--- src/rtl/banked_regfile_pkg.sv ---
// Package: shared widths and the decoded-selection type for the banked
// register file. Assumes 8-bit data and 7-bit in-bank offsets.
package banked_regfile_pkg;

    localparam int OFF_W  = 7;
    localparam int DATA_W = 8;

    // Storage class that one access lands on
    typedef enum logic [2:0] {
        RGN_NONE,     // empty offset or self-pointing window
        RGN_GPR,      // general-purpose RAM
        RGN_STATUS,   // status register (holds the bank bit)
        RGN_PTR,      // indirect pointer register
        RGN_SHARED,   // control stub, one copy for both banks
        RGN_BANKED    // control stub, one copy per bank
    } region_e;

    typedef struct packed {
        region_e              rgn;
        logic [OFF_W-1:0]     idx;   // index within the region
        logic                 bank;  // bank in force for this access
    } sel_t;

endpackage

--- src/rtl/banked_regfile_decode.sv ---
// Module: banked_regfile_decode
// Turns an offset, the live bank bit and the pointer register into a region
// and an index. Offset 0 is replaced by pointer bits 6:0; a pointer that itself
// names offset 0 decodes to RGN_NONE. Purely combinational.
// Assumes GPR_BASE + GPR_DEPTH <= 2**OFF_W.
module banked_regfile_decode
    import banked_regfile_pkg::*;
#(
    parameter int GPR_BASE  = 12,
    parameter int GPR_DEPTH = 68
) (
    input  logic [OFF_W-1:0]  addr,
    input  logic              bank,
    input  logic [DATA_W-1:0] ptr,
    output sel_t              sel
);

    localparam logic [OFF_W-1:0] BASE_L = OFF_W'(GPR_BASE);
    localparam logic [OFF_W-1:0] END_L  = OFF_W'(GPR_BASE + GPR_DEPTH);

    logic [OFF_W-1:0] off;
    wire unused_ptr_hi = ptr[DATA_W-1];

    // Pick the effective offset: direct, or through the pointer at offset 0
    always_comb begin
        off = (addr == '0) ? ptr[OFF_W-1:0] : addr;
    end

    // Classify the effective offset into a region and a local index
    always_comb begin
        sel.bank = bank;
        sel.rgn  = RGN_NONE;
        sel.idx  = '0;
        if (off >= BASE_L && off < END_L) begin
            sel.rgn = RGN_GPR;
            sel.idx = off - BASE_L;
        end else begin
            case (off)
                7'h01: begin sel.rgn = RGN_BANKED; sel.idx = 7'd0; end
                7'h02: begin sel.rgn = RGN_SHARED; sel.idx = 7'd0; end
                7'h03: sel.rgn = RGN_STATUS;
                7'h04: sel.rgn = RGN_PTR;
                7'h05, 7'h06, 7'h07, 7'h08, 7'h09: begin
                    sel.rgn = RGN_BANKED;
                    sel.idx = off - 7'd4;
                end
                7'h0A: begin sel.rgn = RGN_SHARED; sel.idx = 7'd1; end
                7'h0B: begin sel.rgn = RGN_SHARED; sel.idx = 7'd2; end
                default: sel.rgn = RGN_NONE;
            endcase
        end
    end

endmodule

--- src/rtl/banked_regfile_gpr.sv ---
// Module: banked_regfile_gpr
// General-purpose RAM: one array shared by both banks, written on the clock
// edge, read combinationally. Contents are not reset.
// Assumes idx is below DEPTH whenever we is high.
module banked_regfile_gpr
    import banked_regfile_pkg::*;
#(
    parameter int DEPTH = 68
) (
    input  logic              clk,
    input  logic              rst_n,
    input  logic              we,
    input  logic [OFF_W-1:0]  idx,
    input  logic [DATA_W-1:0] wdata,
    output logic [DATA_W-1:0] rd
);

    logic [DATA_W-1:0] mem [DEPTH];

    // Store a byte on the write edge
    always_ff @(posedge clk) begin
        if (we) mem[idx] <= wdata;
    end

    // Combinational read of the addressed byte
    assign rd = mem[idx];

    AST_GPR_STORE: assert property (@(posedge clk) disable iff (!rst_n)
        we |=> (mem[$past(idx)] == $past(wdata)));

endmodule

--- src/rtl/banked_regfile_ctrl.sv ---
// Module: banked_regfile_ctrl
// Status and pointer registers plus stub storage for the other control
// registers: shared stubs have one copy, banked stubs one copy per bank.
// Synchronous active-low reset clears everything held here.
module banked_regfile_ctrl
    import banked_regfile_pkg::*;
#(
    parameter int N_SHARED = 3,
    parameter int N_BANKED = 6
) (
    input  logic              clk,
    input  logic              rst_n,
    input  logic              we,
    input  sel_t              sel,
    input  logic [DATA_W-1:0] wdata,
    output logic [DATA_W-1:0] status_q,
    output logic [DATA_W-1:0] ptr_q,
    output logic [DATA_W-1:0] rd
);

    localparam int NUM_BANKS = 2;
    localparam int SH_W      = (N_SHARED > 1) ? $clog2(N_SHARED) : 1;
    localparam int SLOT_W    = (N_BANKED > 1) ? $clog2(N_BANKED) : 1;

    logic [DATA_W-1:0] sh_q [N_SHARED];
    logic [NUM_BANKS-1:0][DATA_W-1:0] bank_rd;
    logic [SH_W-1:0]   sh_i;
    logic [SLOT_W-1:0] slot;

    assign sh_i = sel.idx[SH_W-1:0];
    assign slot = sel.idx[SLOT_W-1:0];
    wire unused_idx_hi = ^sel.idx[OFF_W-1:SH_W];

    // Status register: reset clears the bank bit with the rest
    always_ff @(posedge clk) begin
        if (!rst_n) status_q <= '0;
        else if (we && sel.rgn == RGN_STATUS) status_q <= wdata;
    end

    // Pointer register for the indirect window
    always_ff @(posedge clk) begin
        if (!rst_n) ptr_q <= '0;
        else if (we && sel.rgn == RGN_PTR) ptr_q <= wdata;
    end

    // Shared stubs: one copy reached from both banks
    always_ff @(posedge clk) begin
        if (!rst_n) begin
            for (int i = 0; i < N_SHARED; i++) sh_q[i] <= '0;
        end else if (we && sel.rgn == RGN_SHARED) begin
            sh_q[sh_i] <= wdata;
        end
    end

    // Banked stubs: one storage set per bank
    for (genvar b = 0; b < NUM_BANKS; b++) begin : g_bank
        logic [DATA_W-1:0] q [N_BANKED];

        // Write only the copy that belongs to the bank in force
        always_ff @(posedge clk) begin
            if (!rst_n) begin
                for (int i = 0; i < N_BANKED; i++) q[i] <= '0;
            end else if (we && sel.rgn == RGN_BANKED && sel.bank == 1'(b)) begin
                q[slot] <= wdata;
            end
        end

        assign bank_rd[b] = q[slot];
    end

    // Read mux over the control registers
    always_comb begin
        case (sel.rgn)
            RGN_STATUS: rd = status_q;
            RGN_PTR:    rd = ptr_q;
            RGN_SHARED: rd = sh_q[sh_i];
            RGN_BANKED: rd = bank_rd[sel.bank];
            default:    rd = '0;
        endcase
    end

    AST_RESET_CLEARS: assert property (@(posedge clk)
        !rst_n |=> (status_q == '0 && ptr_q == '0));

    AST_PTR_LOAD: assert property (@(posedge clk) disable iff (!rst_n)
        (we && sel.rgn == RGN_PTR) |=> (ptr_q == $past(wdata)));

    AST_BANK_HOLD: assert property (@(posedge clk) disable iff (!rst_n)
        !(we && sel.rgn == RGN_STATUS) |=> $stable(status_q));

endmodule

--- src/rtl/banked_regfile.sv ---
// Module: banked_regfile (top)
// Data-memory port of a small 8-bit core: decodes offset + bank bit (or the
// indirect window) and routes reads and writes to RAM or control storage.
// Assumes inputs are stable around each rising edge; reset is synchronous.
module banked_regfile
    import banked_regfile_pkg::*;
#(
    parameter int GPR_BASE  = 12,
    parameter int GPR_DEPTH = 68,
    parameter int BANK_BIT  = 5
) (
    input  logic              clk,
    input  logic              rst_n,
    input  logic [OFF_W-1:0]  addr,
    input  logic              wr_en,
    input  logic [DATA_W-1:0] wdata,
    output logic [DATA_W-1:0] rdata
);

    sel_t              sel;
    logic [DATA_W-1:0] status_q;
    logic [DATA_W-1:0] ptr_q;
    logic [DATA_W-1:0] gpr_rd;
    logic [DATA_W-1:0] ctrl_rd;
    logic              gpr_we;

    banked_regfile_decode #(
        .GPR_BASE  (GPR_BASE),
        .GPR_DEPTH (GPR_DEPTH)
    ) u_decode (
        .addr (addr),
        .bank (status_q[BANK_BIT]),
        .ptr  (ptr_q),
        .sel  (sel)
    );

    assign gpr_we = wr_en && (sel.rgn == RGN_GPR);

    banked_regfile_gpr #(
        .DEPTH (GPR_DEPTH)
    ) u_gpr (
        .clk   (clk),
        .rst_n (rst_n),
        .we    (gpr_we),
        .idx   (sel.idx),
        .wdata (wdata),
        .rd    (gpr_rd)
    );

    banked_regfile_ctrl u_ctrl (
        .clk      (clk),
        .rst_n    (rst_n),
        .we       (wr_en),
        .sel      (sel),
        .wdata    (wdata),
        .status_q (status_q),
        .ptr_q    (ptr_q),
        .rd       (ctrl_rd)
    );

    // Final read mux: RAM, control storage, or zero for empty space
    always_comb begin
        case (sel.rgn)
            RGN_GPR:  rdata = gpr_rd;
            RGN_NONE: rdata = '0;
            default:  rdata = ctrl_rd;
        endcase
    end

    AST_EMPTY_READS_ZERO: assert property (@(posedge clk) disable iff (!rst_n)
        (addr != '0 && addr >= OFF_W'(GPR_BASE + GPR_DEPTH)) |-> (rdata == '0));

    AST_SELF_PTR_READ: assert property (@(posedge clk) disable iff (!rst_n)
        (addr == '0 && ptr_q[OFF_W-1:0] == '0) |-> (rdata == '0));

    AST_SELF_PTR_NOWRITE: assert property (@(posedge clk) disable iff (!rst_n)
        (wr_en && addr == '0 && ptr_q[OFF_W-1:0] == '0)
        |=> ($stable(status_q) && $stable(ptr_q)));

endmodule

--- config.mk ---
export PLATFORM = sky130hd
export DESIGN_NAME = banked_regfile
export DESIGN_NICKNAME = d
export VERILOG_FILES = /design/src/rtl/banked_regfile_pkg.sv /design/src/rtl/banked_regfile_decode.sv /design/src/rtl/banked_regfile_gpr.sv /design/src/rtl/banked_regfile_ctrl.sv /design/src/rtl/banked_regfile.sv
export SDC_FILE = /design/constraint.sdc
export NUM_CORES = 1
export LEC_CHECK = 0
export BUFFER_PORTS_ARGS = -buffer_cell sky130_fd_sc_hd__buf_2
export CAP_MARGIN = 20
export CELL_PAD_IN_SITES_DETAIL_PLACEMENT = 0
export CELL_PAD_IN_SITES_GLOBAL_PLACEMENT = 2
export CORE_ASPECT_RATIO = 0.7
export CORE_MARGIN = 5
export CORE_UTILIZATION = 36
export CTS_CLUSTER_SIZE = 24
export DETAILED_ROUTE_END_ITERATION = 10
export PLACE_DENSITY_LB_ADDON = 0.1
export SKIP_LAST_GASP = 1
export SYNTH_ARGS = -nofsm -noshare
export SYNTH_HDL_FRONTEND = slang
export SYNTH_SLANG_ARGS = --single-unit
--- constraint.sdc ---
create_clock -name clk -period 5.7 [get_ports clk]
set_clock_uncertainty 0.15 [all_clocks]
set_input_delay 0.285 -clock clk [delete_from_list [all_inputs] [get_ports clk]]
set_output_delay 0.285 -clock clk [all_outputs]
set_load 0.05 [all_outputs]
After elaboration in Yosys (flattened, before gate mapping):

Memories as Yosys holds them, arrays and structs flattened.
Cells that the tools add are included.

* bits in registers: 16
* bits in writable memories: 664
* output and inout bits: 8
* memories kept: 4

Memory list
* u_gpr.mem: depth 68, width 8, rd ports 1, clocked after Yosys merged registers in 0, write ports 1, line banked_regfile_gpr.sv:18 `logic [DATA_W-1:0] mem [DEPTH];`
* u_ctrl.g_bank[0].q: depth 6, width 8, rd ports 1, clocked after Yosys merged registers in 0, write ports 6, line banked_regfile_ctrl.sv:57 `logic [DATA_W-1:0] q [N_BANKED];`
* u_ctrl.g_bank[1].q: depth 6, width 8, rd ports 1, clocked after Yosys merged registers in 0, write ports 6, line banked_regfile_ctrl.sv:57
* u_ctrl.sh_q: depth 3, width 8, rd ports 1, clocked after Yosys merged registers in 0, write ports 3, line banked_regfile_ctrl.sv:25 `logic [DATA_W-1:0] sh_q [N_SHARED];`

* $add $sub $neg: 2
* order comparisons: 3
* equality and inequality tests: 16
* muxes and demuxes: 29
* bitwise logic cells: 1
* reduce and logical (&&, ||, !) cells: 16

Operators with widths (number)
* 8-bit 2-to-1 mux: 5
* 8-bit case mux with 4 select lines: 1
* 7-bit by 3-bit equality test with 1-bit output, second input constant: 4
* 7-bit by 4-bit equality test with 1-bit output, second input constant: 4
* 8-bit OR reduction: 3
* 7-bit case mux with 3 select lines: 1
* 8-bit case mux with 2 select lines: 1
* 1-bit 2-to-1 mux: 15
* 7-bit by 2-bit equality test with 1-bit output, second input constant: 2
* 3-bit case mux with 4 select lines: 1
* 10-bit 2-to-1 mux: 1
* 1-bit logical AND: 8
* 7-bit by 1-bit equality test with 1-bit output, second input constant: 1
* 7-bit by 4-bit greater-or-equal comparator with 1-bit output, second input constant: 1
* 7-bit zero test: 1
* 7-bit less-than comparator, second input constant: 1
* 7-bit 2-to-1 mux: 1
* 7-bit by 3-bit subtractor with 7-bit output, second input constant: 1
* 7-bit by 4-bit subtractor with 7-bit output, second input constant: 1
* 3-bit by 2-bit equality test with 1-bit output, second input constant: 2
* 3-bit equality test, second input constant: 2
* 3-bit 2-to-1 mux: 2
* 6-bit OR reduction: 1
* 5-bit OR reduction: 1
* 6 further kinds: 6

Depth between registers and ports, before layout:

* depth after elaboration: 14
* depth in mapped cells: 18
* depth with buffers taken out: 14

Cells and area by module:

A second synthesis with hierarchy kept.

* cell total of the unflattened synthesis: 1820
* area total of the unflattened synthesis: 30167.7 µm²

By module, submodules not included
* banked_regfile_gpr: times used 1, cells each 1153, area each 21461.8 µm², seq. area each 16335.7 µm²
* banked_regfile_ctrl: times used 1, cells each 580, area each 8132.8 µm², seq. area each 5124.9 µm²
* banked_regfile_decode: times used 1, cells each 58, area each 404.1 µm², seq. area each 0.0 µm²
* banked_regfile: times used 1, cells each 29, area each 168.9 µm², seq. area each 0.0 µm²

Worst setup path after synthesis:

No wires, ideal clock.

* kind: input to output
* start: input port addr[4]
* end: output port rdata[7]
* data arrival time: 5.176 ns
* required time: 5.265 ns
* path slack: 0.089 ns
* cell stages on the path: 16
* path buffers: 4
* cells stage by stage: clkbuf_1 nor3_2 a31oi_1 inv_2 ha_1 o311a_1 nor4_1 a31oi_2 nand3_2 buf_2 buf_2 buf_2 o22ai_1 o21ai_0 a31oi_1 o41ai_1

* cells in the longest elaborated chain, start to end: 11
* elaborated cells between the ends (all ways): 38
* those cells by class: 2 x add/sub; 2 x order compare; 16 x eq/ne; 8 x mux; 6 x reduce/logical; 4 x memory

Ends and longest elaborated chain
* start, declared: line banked_regfile.sv:14 `input logic [OFF_W-1:0] addr,`
* 7-bit zero test: line banked_regfile_decode.sv:26 `off = (addr == '0) ? ptr[OFF_W-1:0] : addr;`
* 7-bit 2-to-1 mux *: line banked_regfile_decode.sv:26
* parallel branches: the longest is 3 deep, another holds 7-bit by 3-bit subtractor with 7-bit output
* 10-bit 2-to-1 mux *: line banked_regfile_decode.sv:34 `if (off >= BASE_L && off < END_L) begin`
* memory read 6 x 8 bit
* 8-bit 2-to-1 mux (not written as such) (2 in a row): line banked_regfile_ctrl.sv:77 `RGN_BANKED: rd = bank_rd[sel.bank];`
* 8-bit case mux with 4 select lines: line banked_regfile_ctrl.sv:73 `case (sel.rgn)`
* 8-bit case mux with 2 select lines *: line banked_regfile.sv:63 `case (sel.rgn)`
* end, declared: line banked_regfile.sv:17 `output logic [DATA_W-1:0] rdata`

Every way passes the cells marked *. The select of a mux whose other input is x is not followed.

Worst setup path after layout:

* start: register u_ctrl.ptr_q[3]
* end: output port rdata[0]

* cells in the longest elaborated chain, start to end: 10
* elaborated cells between the ends (all ways): 37
* those cells by class: 2 x add/sub; 2 x order compare; 16 x eq/ne; 8 x mux; 5 x reduce/logical; 4 x memory

Ends and longest elaborated chain
* start, declared: line banked_regfile_ctrl.sv:17 `output logic [DATA_W-1:0] ptr_q,`
* start signal, assigned: line banked_regfile_ctrl.sv:43 `else if (we && sel.rgn == RGN_PTR) ptr_q <= wdata;`
* 7-bit 2-to-1 mux *: line banked_regfile_decode.sv:26
* parallel branches: the longest is 3 deep, another holds 7-bit by 3-bit subtractor with 7-bit output
* 10-bit 2-to-1 mux *: line banked_regfile_decode.sv:34
* memory read 6 x 8 bit
* 8-bit 2-to-1 mux (not written as such) (2 in a row): line banked_regfile_ctrl.sv:77
* 8-bit case mux with 4 select lines: line banked_regfile_ctrl.sv:73
* 8-bit case mux with 2 select lines *: line banked_regfile.sv:63

Marked as above.

==> impl_metrics.csv <==
group,metric,value,unit
timing,clock.fmax,0.179,GHz
routing,first_iter_violations,2334,
finish,syn2layout_area_growth,19.3,%
routing,route.detailed.drc,0,
logic_synthesis,synth_top_area_frac,0.714,
placed_design,place_ws,-194,ps
timing,tightest_slew,1100,ps
logic_synthesis,ys_seq_area_frac,0.725,
clock_tree,cts_sinks,720,
clock_tree,clockRootBuffer,"clkbuf_16",
finish,layout_commonest_cell,"edfxtp_1",
worst_setup_path,critPathRequiredTime,5270,ps
timing,report.final.slew_viol_count,0,
grt,grt_max_degree,71,
clock_tree,clockBufferDepth,3,
worst_setup_path,critical_path_arrival,5150,ps
timing,hold_viol,0,
finish,regArea,21500,um2
power_and_ir_drop,p_leak,11.6,nW
grt,antenna_found_initial,3,
routing,wl_met1,53000,um
job,maxCapViolCount,0,
finish,multi_input_area,7790,um2
worst_setup_path,end_kind,"output pin",
routing,avgViaCountPerCell,5.84,
clock_tree,worstSkewPairLatency,620,ps
logic_synthesis,yosysWarnings,0,
logic_synthesis,ys.flop_type,"edfxtp_1",
worst_setup_path,r2r_end,"u_ctrl.g_bank[0].q[7][6]",
hold_path,hp-start,"wdata[7]",
worst_setup_path,path_cells,"nor4b_1 -> a21oi_1 -> inv_2 -> ha_1 -> inv_1 -> a311oi_2 -> o221a_2 -> a31o_2 -> o21ai_4 -> buf_4 -> buf_12 -> o22ai_1 -> o21ai_0 -> o211a_1 -> o221ai_1 -> o211ai_1 -> buf_2",
routing,wl_met3,8130,um
routing,top_layer_used,"met4",
timing,period_share,0.980,
timing,min_period,5590,ps
worst_setup_path,critical_path_class,"flop to output pin",
die,coreArea,82000,um2
grt,grt_pass1_vias,19500,
clock_tree,cts_buffers,75,
power_and_ir_drop,p_switching,3.05,mW
routing,wl_per_cell,30.9,um
clock_tree,cts.clk_slew.worst_paths,60,ps
hold_path,hold_path_end,"u_gpr.mem[61][7]",
logic_synthesis,synth_edf_count,704,
logic_synthesis,ys_ff_latch,720,
power_and_ir_drop,power_density,342,nW/um2
worst_setup_path,start_kind,"flop",
power_and_ir_drop,ir_drop,0.211,mV
routing,detailroute.via_count,20300,
logic_synthesis,yosys-top-cells-area,"edfxtp_1 71%, nand2_1 3.8%, o221ai_1 3.0%",
timing,slew_headroom,0.266,
die,initial_core_util,0.361,
worst_setup_path,max_stage_delay,570,ps
power_and_ir_drop,combinationalPowerShare,0.110,
routing,met2WireLength,44400,um
timing,fin_tns_setup,0,ps
power_and_ir_drop,power_frac_seq,0.488,
routing,dr.pass1.iters,7,
die,die_h,250,um
clock_tree,cts_tree,"yes",
power_and_ir_drop,intPower,9.04,mW
placed_design,gp_congestion,0.875,
worst_setup_path,ff2ff_setup_slack,720,ps
die,die_x,353,um
power_and_ir_drop,p_sw_frac,0.252,
logic_synthesis,postSynthAreaPerCell,14.0,um2
finish,layout.nets,2352,
logic_synthesis,async_flop_share,0,
hold_path,hold_path_class,"primary input to flop",
placed_design,hpwlAfterDp,69500,um
run_status,status,"complete, no violations",
worst_setup_path,reg2regPathDepth,15,
timing,finalSetupViolCount,0,
finish,fillCellCount,7503,
placed_design,io_buffer_count,25,
die,row_count,88,
hold_path,whs_path_depth,1,
grt,grt-ovfl-total,0,
logic_synthesis,synthesis.area,29600,um2
power_and_ir_drop,pwr-share-clk,0.402,
finish,layout-drive-gt1-share,0.200,
routing,wl,107000,um
logic_synthesis,yosysTopAreaCell,"edfxtp_1",
grt,track_usage,0.237,
timing,rsz0062_at_grt,"true",
grt,grt_first_pass_wirelength,151000,um
timing,setup_ws,111,ps
timing,fin_hold_ws,51.5,ps
logic_synthesis,syn_inst,2121,
die,die_area,88200,um2
logic_synthesis,synth.distinct_cells,85,
die,pin_count,26,
finish,layout_common_cells,"704 x edfxtp_1, 294 x nand2_1, 226 x buf_4, 190 x nor2_1, 102 x o221ai_1",
worst_setup_path,r2r_start,"u_ctrl.ptr_q[2]",
worst_setup_path,cpMaxStageDelayCell,"o21ai_0",
worst_setup_path,crit_fanout,15,
clock_tree,h-tree-depth,3,
routing,ant_nets,0,
final cells by class:
cell class              instances  share of cell area
clock buffers                  91              0.0572
clock inverters                42              0.0102
repair buffers                267              0.0650
diodes                          1           0.0000708
well taps                    1080              0.0383
multi-input cells            1255               0.221
inverters                      10             0.00106
flip-flops and latches        720               0.608
sequential cells by signal (all words and copies together) (netlist names):
register         cells
u_ctrl.g_bank.q    128
u_ctrl.ptr_q         8
u_ctrl.sh_q         32
u_ctrl.status_q      8
u_gpr.mem          544
synthesized netlist by cell type, types with 4 or more instances:
library cell / n
a2111oi_0: 5
a211oi_1: 13
a21o_1: 4
a21oi_1: 29
a221oi_1: 16
a222oi_1: 5
a22oi_1: 11
a311oi_1: 18
a31o_2: 22
a31oi_1: 54
a32oi_1: 5
and2_1: 43
and3_1: 22
buf_1: 15
buf_2: 78
buf_4: 7
clkbuf_1: 40
dfxtp_1: 16
edfxtp_1: 704
ha_1: 5
inv_1: 8
mux2_2: 6
mux2i_1: 32
nand2_1: 297
nand3_1: 48
nand4_1: 9
nor2_1: 192
nor2_2: 4
nor2b_1: 17
nor3_1: 22
nor3b_1: 4
nor4_1: 9
nor4b_1: 4
o211ai_1: 10
o21a_1: 10
o21ai_0: 64
o221a_2: 20
o221ai_1: 102
o22a_1: 7
o22ai_1: 55
o31ai_1: 4
or3_1: 12
metrics by stage:
stage / utilization / total power, mW / cells / cell area, um2
6_report: 0.431 / 12.1 / 3466 / 35300
5_1_grt: 0.431 / 12.5 / 3465 / 35300
4_1_cts: 0.428 / 12.1 / 3463 / 35100
3_5_place_dp: 0.397 / 7.28 / 3319 / 32600
3_3_place_gp: 0.397 / 7.28 / 3319 / 32600
2_1_floorplan: - / 6.58 / 2128 / 29600
power groups by stage:
stage | sequential [mW] | combinational [mW] | clock [mW]
finish | 5.90 | 1.33 | 4.86
global route | 5.90 | 1.40 | 5.17
CTS | 5.89 | 1.30 | 4.95
detailed placement | 6.01 | 1.27 | 0
global placement | 6.01 | 1.28 | 0
floorplan | 6.00 | 0.586 | 0
kinds of logic after synthesis:
group,after synthesis,synth area share
compound gates,505,0.130
xor+xnor,2,0.000592
fa+ha+maj,5,0.00211
buf+inv,153,0.0241
flops,720,0.725
mux,38,0.0131
other cells,1,0.000127
simple gates,697,0.105
critical path: cells and delay by family (launching register included):
kind,cells,cell delay (ps)
AND/OR/NAND/NOR,1,150
AO/OA/AOI/OAI,10,2740
adder cells (fa/ha/maj),1,220
flip-flops,1,340
buffers and inverters,5,1040
metal layers:
| layer | GRT usage | up-vias |
|---|---|---|
| li1 | - | 8770 |
| met1 | 0.381 | 10600 |
| met2 | 0.332 | 762 |
| met3 | 0.0458 | 103 |
| met4 | 0.0453 | 0 |
| met5 | 0 | - |
worst max-delay path by stage:
| stage | from | end | slack, ps | cells after the start |
|---|---|---|---|---|
| 6_report | u_ctrl.ptr_q[3] | rdata[0] | 110 | 17 |
| 5_1_grt | u_ctrl.ptr_q[3] | rdata[4] | -20 | 18 |
| 4_1_cts | u_ctrl.ptr_q[2] | rdata[4] | -90 | 18 |
| 3_5_place_dp | addr[4] | rdata[4] | -190 | 16 |
| 3_3_place_gp | addr[5] | rdata[4] | -240 | 16 |
| 2_1_floorplan | addr[4] | rdata[7] | 90 | 16 |
what timing repair did:
| item | 4_1_cts | 5_1_grt |
|---|---|---|
| hold endpoints to repair | 20 | 0 |
| buffers inserted | 10 | 2 |
| pin swaps | 4 | 6 |
| hold buffers | 2 | 0 |
| setup endpoints to repair | 8 | 8 |
| gates resized for setup | 16 | 35 |
| cloned | 0 | 0 |
(Power assumes the default switching activity.)
